**src/rtl/dcsb_pkg.sv**
```systemverilog
package dcsb_pkg;
  localparam int unsigned DW = 64;
  localparam int unsigned BW = DW / 8;

  typedef logic [DW-1:0] dword_t;
  typedef logic [BW-1:0] bmask_t;

  // Overlay the enabled byte lanes of new_w onto old_w.
  function automatic dword_t merge_bytes(dword_t old_w, dword_t new_w, bmask_t m);
    dword_t r;
    r = old_w;
    for (int b = 0; b < int'(BW); b++) begin
      if (m[b]) r[b*8 +: 8] = new_w[b*8 +: 8];
    end
    return r;
  endfunction
endpackage

```
**src/rtl/dcsb_queue.sv**
```systemverilog
module dcsb_queue
  import dcsb_pkg::*;
#(
  parameter int IDX_W = 4,
  parameter int DEPTH = 2,
  localparam int CNT_W = $clog2(DEPTH + 1)
) (
  input  logic                       clk,
  input  logic                       rst_n,
  input  logic                       push,
  input  logic [IDX_W-1:0]           push_idx,
  input  bmask_t                     push_mask,
  input  dword_t                     push_data,
  input  logic                       pop,
  output logic [IDX_W-1:0]           head_idx,
  output bmask_t                     head_mask,
  output dword_t                     head_data,
  output logic [DEPTH-1:0]           vld_vec,
  output logic [DEPTH-1:0][IDX_W-1:0] idx_vec,
  output logic [CNT_W-1:0]           count
);
  // Slot 0 holds the oldest entry; a pop shifts every slot down by one.
  logic [IDX_W-1:0] q_idx  [DEPTH];
  bmask_t           q_mask [DEPTH];
  dword_t           q_data [DEPTH];
  logic             q_vld  [DEPTH];

  logic [IDX_W-1:0] n_idx  [DEPTH];
  bmask_t           n_mask [DEPTH];
  dword_t           n_data [DEPTH];
  logic             n_vld  [DEPTH];
  logic [CNT_W-1:0] wr_slot;

  always_comb begin
    count = '0;
    for (int k = 0; k < DEPTH; k++) count = count + CNT_W'(q_vld[k]);
  end

  assign wr_slot = pop ? (count - CNT_W'(1)) : count;

  always_comb begin
    for (int k = 0; k < DEPTH; k++) begin
      if (pop) begin
        if (k < DEPTH - 1) begin
          n_idx[k]  = q_idx[k+1];
          n_mask[k] = q_mask[k+1];
          n_data[k] = q_data[k+1];
          n_vld[k]  = q_vld[k+1];
        end else begin
          n_idx[k]  = q_idx[k];
          n_mask[k] = q_mask[k];
          n_data[k] = q_data[k];
          n_vld[k]  = 1'b0;
        end
      end else begin
        n_idx[k]  = q_idx[k];
        n_mask[k] = q_mask[k];
        n_data[k] = q_data[k];
        n_vld[k]  = q_vld[k];
      end
      if (push && (wr_slot == CNT_W'(k))) begin
        n_idx[k]  = push_idx;
        n_mask[k] = push_mask;
        n_data[k] = push_data;
        n_vld[k]  = 1'b1;
      end
    end
  end

  always_ff @(posedge clk) begin
    for (int k = 0; k < DEPTH; k++) begin
      if (!rst_n) begin
        q_idx[k]  <= '0;
        q_mask[k] <= '0;
        q_data[k] <= '0;
        q_vld[k]  <= 1'b0;
      end else begin
        q_idx[k]  <= n_idx[k];
        q_mask[k] <= n_mask[k];
        q_data[k] <= n_data[k];
        q_vld[k]  <= n_vld[k];
      end
    end
  end

  assign head_idx  = q_idx[0];
  assign head_mask = q_mask[0];
  assign head_data = q_data[0];

  for (genvar g = 0; g < DEPTH; g++) begin : g_out
    assign vld_vec[g] = q_vld[g];
    assign idx_vec[g] = q_idx[g];
  end
endmodule

```
**src/rtl/dcsb_match.sv**
```systemverilog
module dcsb_match #(
  parameter int IDX_W = 4,
  parameter int DEPTH = 2
) (
  input  logic                        probe_en,
  input  logic [IDX_W-1:0]            probe_idx,
  input  logic [DEPTH-1:0]            vld_vec,
  input  logic [DEPTH-1:0][IDX_W-1:0] idx_vec,
  output logic [DEPTH-1:0]            hit_vec,
  output logic                        hit_any
);
  for (genvar g = 0; g < DEPTH; g++) begin : g_cmp
    assign hit_vec[g] = probe_en && vld_vec[g] && (idx_vec[g] == probe_idx);
  end
  assign hit_any = |hit_vec;
endmodule

```
**src/rtl/dcsb_array.sv**
```systemverilog
module dcsb_array
  import dcsb_pkg::*;
#(
  parameter int IDX_W = 4,
  localparam int ROWS = 1 << IDX_W
) (
  input  logic             clk,
  input  logic             rst_n,
  input  logic             we,
  input  logic [IDX_W-1:0] widx,
  input  bmask_t           wmask,
  input  dword_t           wdata,
  input  logic             re,
  input  logic [IDX_W-1:0] ridx,
  output dword_t           rdata,
  output logic             rvalid
);
  dword_t mem [ROWS];

  always_ff @(posedge clk) begin
    if (!rst_n) begin
      for (int i = 0; i < ROWS; i++) mem[i] <= '0;
      rdata  <= '0;
      rvalid <= 1'b0;
    end else begin
      rvalid <= re;
      if (re) rdata <= mem[ridx];
      if (we) mem[widx] <= merge_bytes(mem[widx], wdata, wmask);
    end
  end
endmodule

```
**src/rtl/dcache_store_buffer.sv**
```systemverilog
module dcache_store_buffer
  import dcsb_pkg::*;
#(
  parameter int IDX_W = 4,
  parameter int DEPTH = 2,
  localparam int CNT_W = $clog2(DEPTH + 1)
) (
  input  logic             clk,
  input  logic             rst_n,
  input  logic             st_valid,
  input  logic             st_hit,
  input  logic [IDX_W-1:0] st_idx,
  input  logic [7:0]       st_mask,
  input  logic [63:0]      st_data,
  output logic             st_miss,
  input  logic             ld_valid,
  input  logic [IDX_W-1:0] ld_idx,
  output logic [63:0]      ld_rdata,
  output logic             ld_done,
  input  logic             flush,
  output logic             stall,
  output logic             arr_we,
  output logic [IDX_W-1:0] arr_idx,
  output logic [7:0]       arr_mask,
  output logic [63:0]      arr_wdata
);
  // Named internal events, also observed by the bound checker.
  logic                        push_w, pop_w, hazard_w, full_w;
  logic                        flush_stall_w, full_stall_w, ld_want_w, ld_served_w;
  logic [CNT_W-1:0]            count_w;
  logic [DEPTH-1:0]            vld_vec_w, hit_vec_w;
  logic [DEPTH-1:0][IDX_W-1:0] idx_vec_w;
  logic [IDX_W-1:0]            head_idx_w;
  bmask_t                      head_mask_w;
  dword_t                      head_data_w;

  dcsb_match #(.IDX_W(IDX_W), .DEPTH(DEPTH)) u_match (
    .probe_en (ld_valid),
    .probe_idx(ld_idx),
    .vld_vec  (vld_vec_w),
    .idx_vec  (idx_vec_w),
    .hit_vec  (hit_vec_w),
    .hit_any  (hazard_w)
  );

  assign full_w        = (count_w == CNT_W'(DEPTH));
  assign ld_want_w     = ld_valid && !hazard_w;
  assign flush_stall_w = flush && (count_w != '0);
  assign full_stall_w  = st_valid && st_hit && full_w && ld_want_w;
  assign stall         = hazard_w || flush_stall_w || full_stall_w;
  assign ld_served_w   = ld_valid && !stall;
  assign pop_w         = (count_w != '0) && !ld_served_w;
  assign push_w        = st_valid && st_hit && !stall;
  assign st_miss       = st_valid && !st_hit;

  dcsb_queue #(.IDX_W(IDX_W), .DEPTH(DEPTH)) u_queue (
    .clk      (clk),
    .rst_n    (rst_n),
    .push     (push_w),
    .push_idx (st_idx),
    .push_mask(st_mask),
    .push_data(st_data),
    .pop      (pop_w),
    .head_idx (head_idx_w),
    .head_mask(head_mask_w),
    .head_data(head_data_w),
    .vld_vec  (vld_vec_w),
    .idx_vec  (idx_vec_w),
    .count    (count_w)
  );

  assign arr_we    = pop_w;
  assign arr_idx   = head_idx_w;
  assign arr_mask  = head_mask_w;
  assign arr_wdata = head_data_w;

  dcsb_array #(.IDX_W(IDX_W)) u_array (
    .clk   (clk),
    .rst_n (rst_n),
    .we    (pop_w),
    .widx  (head_idx_w),
    .wmask (head_mask_w),
    .wdata (head_data_w),
    .re    (ld_served_w),
    .ridx  (ld_idx),
    .rdata (ld_rdata),
    .rvalid(ld_done)
  );
endmodule

```
**config.mk**
```make
export PLATFORM = sky130hd
export DESIGN_NAME = dcache_store_buffer
export DESIGN_NICKNAME = d
export VERILOG_FILES = /design/src/rtl/dcsb_pkg.sv /design/src/rtl/dcsb_queue.sv /design/src/rtl/dcsb_match.sv /design/src/rtl/dcsb_array.sv /design/src/rtl/dcache_store_buffer.sv
export SDC_FILE = /design/constraint.sdc
export NUM_CORES = 2
export LEC_CHECK = 0
export CAP_MARGIN = 20
export CORE_UTILIZATION = 60
export DETAILED_ROUTE_END_ITERATION = 10
export PLACE_DENSITY = 0.78
export SKIP_CTS_REPAIR_TIMING = 1
export SKIP_LAST_GASP = 1
export SLEW_MARGIN = 5
export SYNTH_ARGS = -nofsm -noshare
export SYNTH_HDL_FRONTEND = slang
export SYNTH_HIERARCHICAL = 1
export SYNTH_SLANG_ARGS = --single-unit
```
**constraint.sdc**
```tcl
create_clock -name clk -period 6.85 [get_ports clk]
set_input_delay 2.055 -clock clk [delete_from_list [all_inputs] [get_ports clk]]
set_output_delay 2.055 -clock clk [all_outputs]
set_load 0.005 [all_outputs]
```
Word level (Yosys, flattened, before mapping)

Memory sizes are Yosys's and may differ from the RTL's. A register that Yosys moved wholly into a read port is not among the register bits.
Index checks and enable logic that the tools add are counted.

Register bits: 1
Latch bits: 0
Memory bits (writable): 1178
ROM bits: 0
Input bits: 86
Output and inout port bits: 144
Logic and storage cells: 116
Memories kept: 5

Add/sub/neg operators: 2
Multiply operators: 0
Divide/modulo/power cells: 0
Order comparisons: 0
Equal/unequal tests: 12
Shifts and indexed selects: 0
Muxes and demuxes: 54
Bitwise logic cells: 8
Reductions and logical operators: 34

Memory list:

| name           | depth | bits a word | rd ports | clocked after memory_dff | write ports | line             | source |
|---|---|---|---|---|---|---|---|
| u_array.mem    | 16    | 64          | 1        | 1                        | 16          | dcsb_array.sv:18 | `dword_t mem [ROWS];` |
| u_queue.q_data | 2     | 64          | 2        | 0                        | 2           | dcsb_queue.sv:25 | `dword_t q_data [DEPTH];` |
| u_queue.q_mask | 2     | 8           | 2        | 0                        | 2           | dcsb_queue.sv:24 | `bmask_t q_mask [DEPTH];` |
| u_queue.q_idx  | 2     | 4           | 2        | 0                        | 2           | dcsb_queue.sv:23 | `logic [IDX_W-1:0] q_idx [DEPTH];` |
| u_queue.q_vld  | 2     | 1           | 2        | 0                        | 2           | dcsb_queue.sv:26 | `logic q_vld [DEPTH];` |

Operators by type and width:

| operator              | number |
|---|---|
| $mux W64              | 6 |
| $mux W8               | 30 |
| $reduce_or A64 Y1     | 1 |
| $mux W4               | 6 |
| $ne A3 B3 Y1 const B  | 8 |
| $reduce_and A2 Y1     | 8 |
| $logic_and A1 B1 Y1   | 15 |
| $mux W1               | 11 |
| $eq A4 B4 Y1          | 2 |
| $or A1 B1 Y1          | 8 |
| $logic_not A1 Y1      | 5 |
| $add A1 B1 Y2         | 1 |
| $eq A2 B1 Y1 const B  | 1 |
| $eq A2 B2 Y1 const B  | 1 |
| $logic_not A2 Y1      | 1 |
| $logic_or A1 B1 Y1    | 2 |
| $mux W2               | 1 |
| $reduce_bool A2 Y1    | 1 |
| $reduce_or A2 Y1      | 1 |
| $sub A2 B1 Y2 const B | 1 |

Depth between registers and ports, before layout

Depth after elaboration: 17
Depth in mapped cells: 14
Gate-level depth less buffers: 10

Modules after synthesis

The synthesis kept the hierarchy.

Modules (own cells, without submodules):

| module              | times used | cells each | area an instance (µm²) |
|---|---|---|---|
| dcsb_array          | 1          | 3813       | 49210.9 |
| dcsb_queue          | 1          | 683        | 6747.7 |
| dcsb_match          | 1          | 16         | 115.1 |
| dcache_store_buffer | 1          | 12         | 85.1 |

Least setup slack after synthesis

No wires, ideal clock.

Path kind: input-to-output
Start: input port ld_idx[3]
End: output port arr_we
Data arrival time: 2.946 ns
Data required time: 4.795 ns
Path slack: 1.849 ns
Stages: 5
Path buffers: 0
Path through: a221o_1 > nor4_2 > or2_1 > nand2b_1 > o21a_1

Word-level cells in the longest chain between the ends: 11
Elaborated cells between the ends (all ways): 14

RTL lines:

| item                    | line                      | source |
|---|---|---|
| start: declaration      | dcache_store_buffer.sv:17 | `input logic [IDX_W-1:0] ld_idx,` |
| $eq A4 B4 Y1 (*)        | dcsb_match.sv:13          | `assign hit_vec[g] = probe_en && vld_vec[g] && (idx_vec[g] == probe_idx);` |
| $logic_and A1 B1 Y1 (*) | dcsb_match.sv:13          |  |
| named net hit_vec_w[0]  | dcache_store_buffer.sv:31 | `logic [DEPTH-1:0] vld_vec_w, hit_vec_w;` |
| $reduce_or A2 Y1 (*)    | dcsb_match.sv:15          | `assign hit_any = \|hit_vec;` |
| named net hazard_w      | dcache_store_buffer.sv:28 | `logic push_w, pop_w, hazard_w, full_w;` |
| $logic_not A1 Y1        | dcache_store_buffer.sv:47 | `assign ld_want_w = ld_valid && !hazard_w;` |
| $logic_and A1 B1 Y1     | dcache_store_buffer.sv:47 |  |
| $logic_and A1 B1 Y1     | dcache_store_buffer.sv:49 | `assign full_stall_w = st_valid && st_hit && full_w && ld_want_w;` |
| $logic_or A1 B1 Y1 (*)  | dcache_store_buffer.sv:50 | `assign stall = hazard_w \|\| flush_stall_w \|\| full_stall_w;` |
| $logic_not A1 Y1 (*)    | dcache_store_buffer.sv:51 | `assign ld_served_w = ld_valid && !stall;` |
| $logic_and A1 B1 Y1 (*) | dcache_store_buffer.sv:51 |  |
| $logic_not A1 Y1 (*)    | dcache_store_buffer.sv:52 | `assign pop_w = (count_w != '0) && !ld_served_w;` |
| $logic_and A1 B1 Y1 (*) | dcache_store_buffer.sv:52 |  |
| end: declaration        | dcache_store_buffer.sv:22 | `output logic arr_we,` |

The timed path passes the listed nets; every way through them passes the cells marked *.

Worst setup path after layout

Same ends and word-level chain as after synthesis.

==> results.txt <==
----------------------------------------------------
[Global route]
  Initial antenna violation count ... 3
  Remaining Overflow, GRT ... 0
  Met1 demand-to-capacity share in global routing ... 0.4087
  Number of global-route vias before repair ... 35000
  Met3 track utilization from global routing ... 0.04219
  Maximum number of pins on one net before global-route repair ... 153
  Busiest grt layer ... met2
  Wire length of the first global-routing pass ... 209700 um
  Global routing usage on met2 ... 0.4774
  Total global-route track usage ... 0.2953

[Status]
  Run status ... completed

[Setup path]
  Data required time at the worst endpoint ... 4.80 ns
  Slowest-stage cell, CP ... clkdlybuf4s50_1
  Maximum fanout encountered on the critical timing path ... 7
  Most prevalent standard cell on the critical path ... clkdlybuf4s50_1
  Type of origin of the critical path ... primary input
  Critical Path, Cell by Cell ... clkdlybuf4s50_1, a221o_1, nor4_2, or2_1, nand2b_1, o21a_4, clkdlybuf4s50_1
  Endpoint kind of the worst setup timing path ... output port
  Slowest stage delay, CP ... 0.61 ns
  Worst EP arrival ... 4.19 ns
  Critical path class ... primary input to output port

[Placement]
  Port Buffers ... 229
  Detailed placer's ending HPWL ... 87580 um
  Placer congestion estimate ... 0.8448
  Placement-stage worst setup slack ... 0.6061 ns

[Yosys]
  Number of storage elements in the synthesis netlist ... 1243
  Synthesized area per cell ... 12.41 sq um
  Mapped Area ... 56160 sq um
  Count of synthesis-stage warnings from yosys ... 6
  Part of the Yosys area used for sequential elements ... 0.6256
  Most used flip-flop cell after synthesis ... edfxtp_1
  Mapped Nets ... 4612
  Number of enable flip-flop cells after synthesis ... 1024
  Synthesized instance count ... 4524
  Post-synth ARST share ... 0
  Number of library cell types mapped by synthesis ... 42

[Routing]
  Total via count after detailed routing ... 36070
  Antenna Nets Post-Route ... 0
  Detailed-route wire length per cell ... 22.97 um
  Initial DRT Pass Iterations ... 8
  Post-detailed-route DRC marker count ... 0
  Via density per instance ... 5.888
  Initial drt markers ... 4072
  Total wire length ... 140700 um

[Clocking]
  Number of buffers on the longest clock path ... 3
  Clock tree from TritonCTS ... done
  Clock root buffer ... clkbuf_16
  Clock latency at the later pin of the worst-skew pair ... 0.70 ns
  Num Clock Sinks ... 1243
  Worst-path clk slew ... 0.06 ns
  Maximum level of the CTS H-tree ... 3
  Total clock buffers created by CTS ... 121

[Run]
  Number of maximum-capacitance constraint violations ... 0

[Floorplanning]
  I/O pin count ... 230
  Chip height ... 307.9 um
  Number of placement rows ... 111
  Area of the core region ... 92220 sq um
  Die Footprint ... 94830 sq um
  Overall die width ... 307.9 um
  Effective utilization at floorplan ... 0.6090

[Power and ir drop]
  PD cells ... 278.6 nW/um^2
  Overall power ... 0.01797 W
  Leakage power ... 25.35 nW
  Worst VDD drop ... 0.2375 mV

[Final layout]
  Count of filler cells inserted in the layout ... 6380
  Net count of the finished layout ... 4857
  Area overhead of the layout relative to synthesis ... 14.88%
  Sequential cell area ... 35130 sq um
  Area of the multi-input gates ... 19720 sq um
  Share of layout cells above drive strength 1 ... 0.1003

[Timing]
  Number of slew-limit violations in the final report ... 0
  Crit share post-route ... 0.9116
  Final worst-path setup slack ... 0.6054 ns
  Accumulated negative setup slack ... 0 ns
  Final setup vio count ... 0
  Slew @ Worst Pin ... 1.234 ns
  Count of final hold-check violations ... 0
  Time the worst path needs with I/O delays and setup ... 6.245 ns
  Max-slew headroom ... 0.1754
  Clock skew ... 0.02758 ns
  Setup repair after global routing missed its margin ... no
  Highest achievable clock rate ... 160.1 MHz

[Min path]
  Worst min-delay path class ... flop to flop

----------------------------------------------------
[sequential cells by signal, summed over array words and instances, names as in the netlist]
| signal | count |
|---|---|
| u_array/mem | 1024 |
| u_array/rdata | 64 |
| u_queue/q_data | 128 |
| u_queue/q_mask | 16 |
| u_array/rvalid | 1 |
| u_queue/q_idx | 8 |
| u_queue/q_vld | 2 |
[cells in the mapped netlist (all sizes together), types with 6 or more instances]
| cell | instances | share of area |
|---|---|---|
| and2 | 1027 | 0.11 |
| edfxtp | 1024 | 0.55 |
| mux2i | 664 | 0.12 |
| nand2 | 438 | 0.029 |
| dfxtp | 219 | 0.078 |
| clkbuf | 209 | 0.014 |
| nand3 | 200 | 0.018 |
| nor2 | 132 | 0.0088 |
| a21oi | 130 | 0.012 |
| o21ai | 130 | 0.012 |
| a22oi | 128 | 0.017 |
| buf | 102 | 0.010 |
| mux2 | 76 | 0.015 |
| nor2b | 6 | 0.00067 |
[cell families (layout without fill, tap and decap cells)]
kind of cell               Yosys count  after routing  synth area share
adders and majority gates            2              2         0.0004455
xor gates and xnor gates             5              5         0.0007798
other                                0              5                 0
AOI/OAI and AO/OA                  398            398           0.04173
and+or+nand+nor                   1820           1820            0.1733
muxes                              740            740            0.1336
buffers and inverters              316            669           0.02451
DFF                               1243           1243            0.6256
[where the power goes]
group / internal (W) / switching, W / total (W)
clock: 0.00402 / 0.00277 / 0.00679
sequential: 0.00854 / 0.000511 / 0.00905
combinational: 0.000921 / 0.00121 / 0.00213
[worst max-delay path: cells and delay by family]
| family | cells | cell delay, ns |
|---|---|---|
| simple gates | 3 | 0.45 |
| buf+inv | 2 | 1.10 |
| compound gates | 2 | 0.59 |
[final timing paths]
check	startpoint	endpoint	slack, ns	depth (start not counted)
worst max-delay path	ld_idx[3]	arr_we	0.61	7
worst min register to register	u_array/rdata[58]$_SDFFE_PN0P_	u_array/rdata[58]$_SDFFE_PN0P_	0.45	2
worst min-delay path	u_array/rdata[58]$_SDFFE_PN0P_	u_array/rdata[58]$_SDFFE_PN0P_	0.45	2
worst max register to register	u_queue/q_idx[0][3]$_SDFFE_PN0P_	u_array/mem[9][30]$_SDFFCE_PN0P_	2.91	13
[placed cells by master, fill, tap and decap left out, types with 2 or more instances in the layout]
cell and count:
inv_1 5, nand3_1 199, and2b_1 4, buf_8 2, bufinv_16 10, inv_6 2, ha_1 2, nand2b_1 2
clkbuf_8 28, nor2_1 131, buf_4 195, mux2i_1 664, xor2_1 4, nor2b_1 3, nand2_1 438, clkinv_2 23
edfxtp_1 1024, dfxtp_1 219, clkbuf_2 4, a21oi_1 130, nor3b_1 2, clkbuf_1 30, clkinv_1 6, buf_12 8
o21a_4 2, and2_1 1026, nor2b_4 3, clkinvlp_4 2, diode_2 5, clkdlybuf4s50_1 227, clkbuf_16 125, a22oi_1 128
o21ai_0 129, mux2_2 76
[metal layers]
layer / up-vias / share of wire
li1: 16530 / -
met1: 17730 / 0.42
met2: 1546 / 0.47
met3: 261 / 0.080
met4: 0 / 0.033
met5: - / 0
[area by class of cell]
| type | instances | area share |
|---|---|---|
| diodes | 5 | 0.0001939 |
| clock buffers | 188 | 0.05663 |
| clock inverters | 43 | 0.007292 |
| inverters | 5 | 0.0002909 |
| multi-input cells | 2965 | 0.3056 |
| flip-flops and latches | 1243 | 0.5446 |
| well taps | 1243 | 0.02411 |
| repair buffers | 433 | 0.06129 |
[through the flow]
step                      instance area (sq um)    util  cells  hold WS, ns
after floorplan                           56160       -   4524       0.4347
after global placement                    60350  0.6544   5888       0.4394
after detailed placement                  60350  0.6544   5888       0.4419
after CTS                                 64470  0.6991   6119       0.4563
after global routing                      64500  0.6994   6120       0.4727
final                                     64510  0.6996   6125       0.4480
Note: power is estimated with default switching activity, not from simulation.
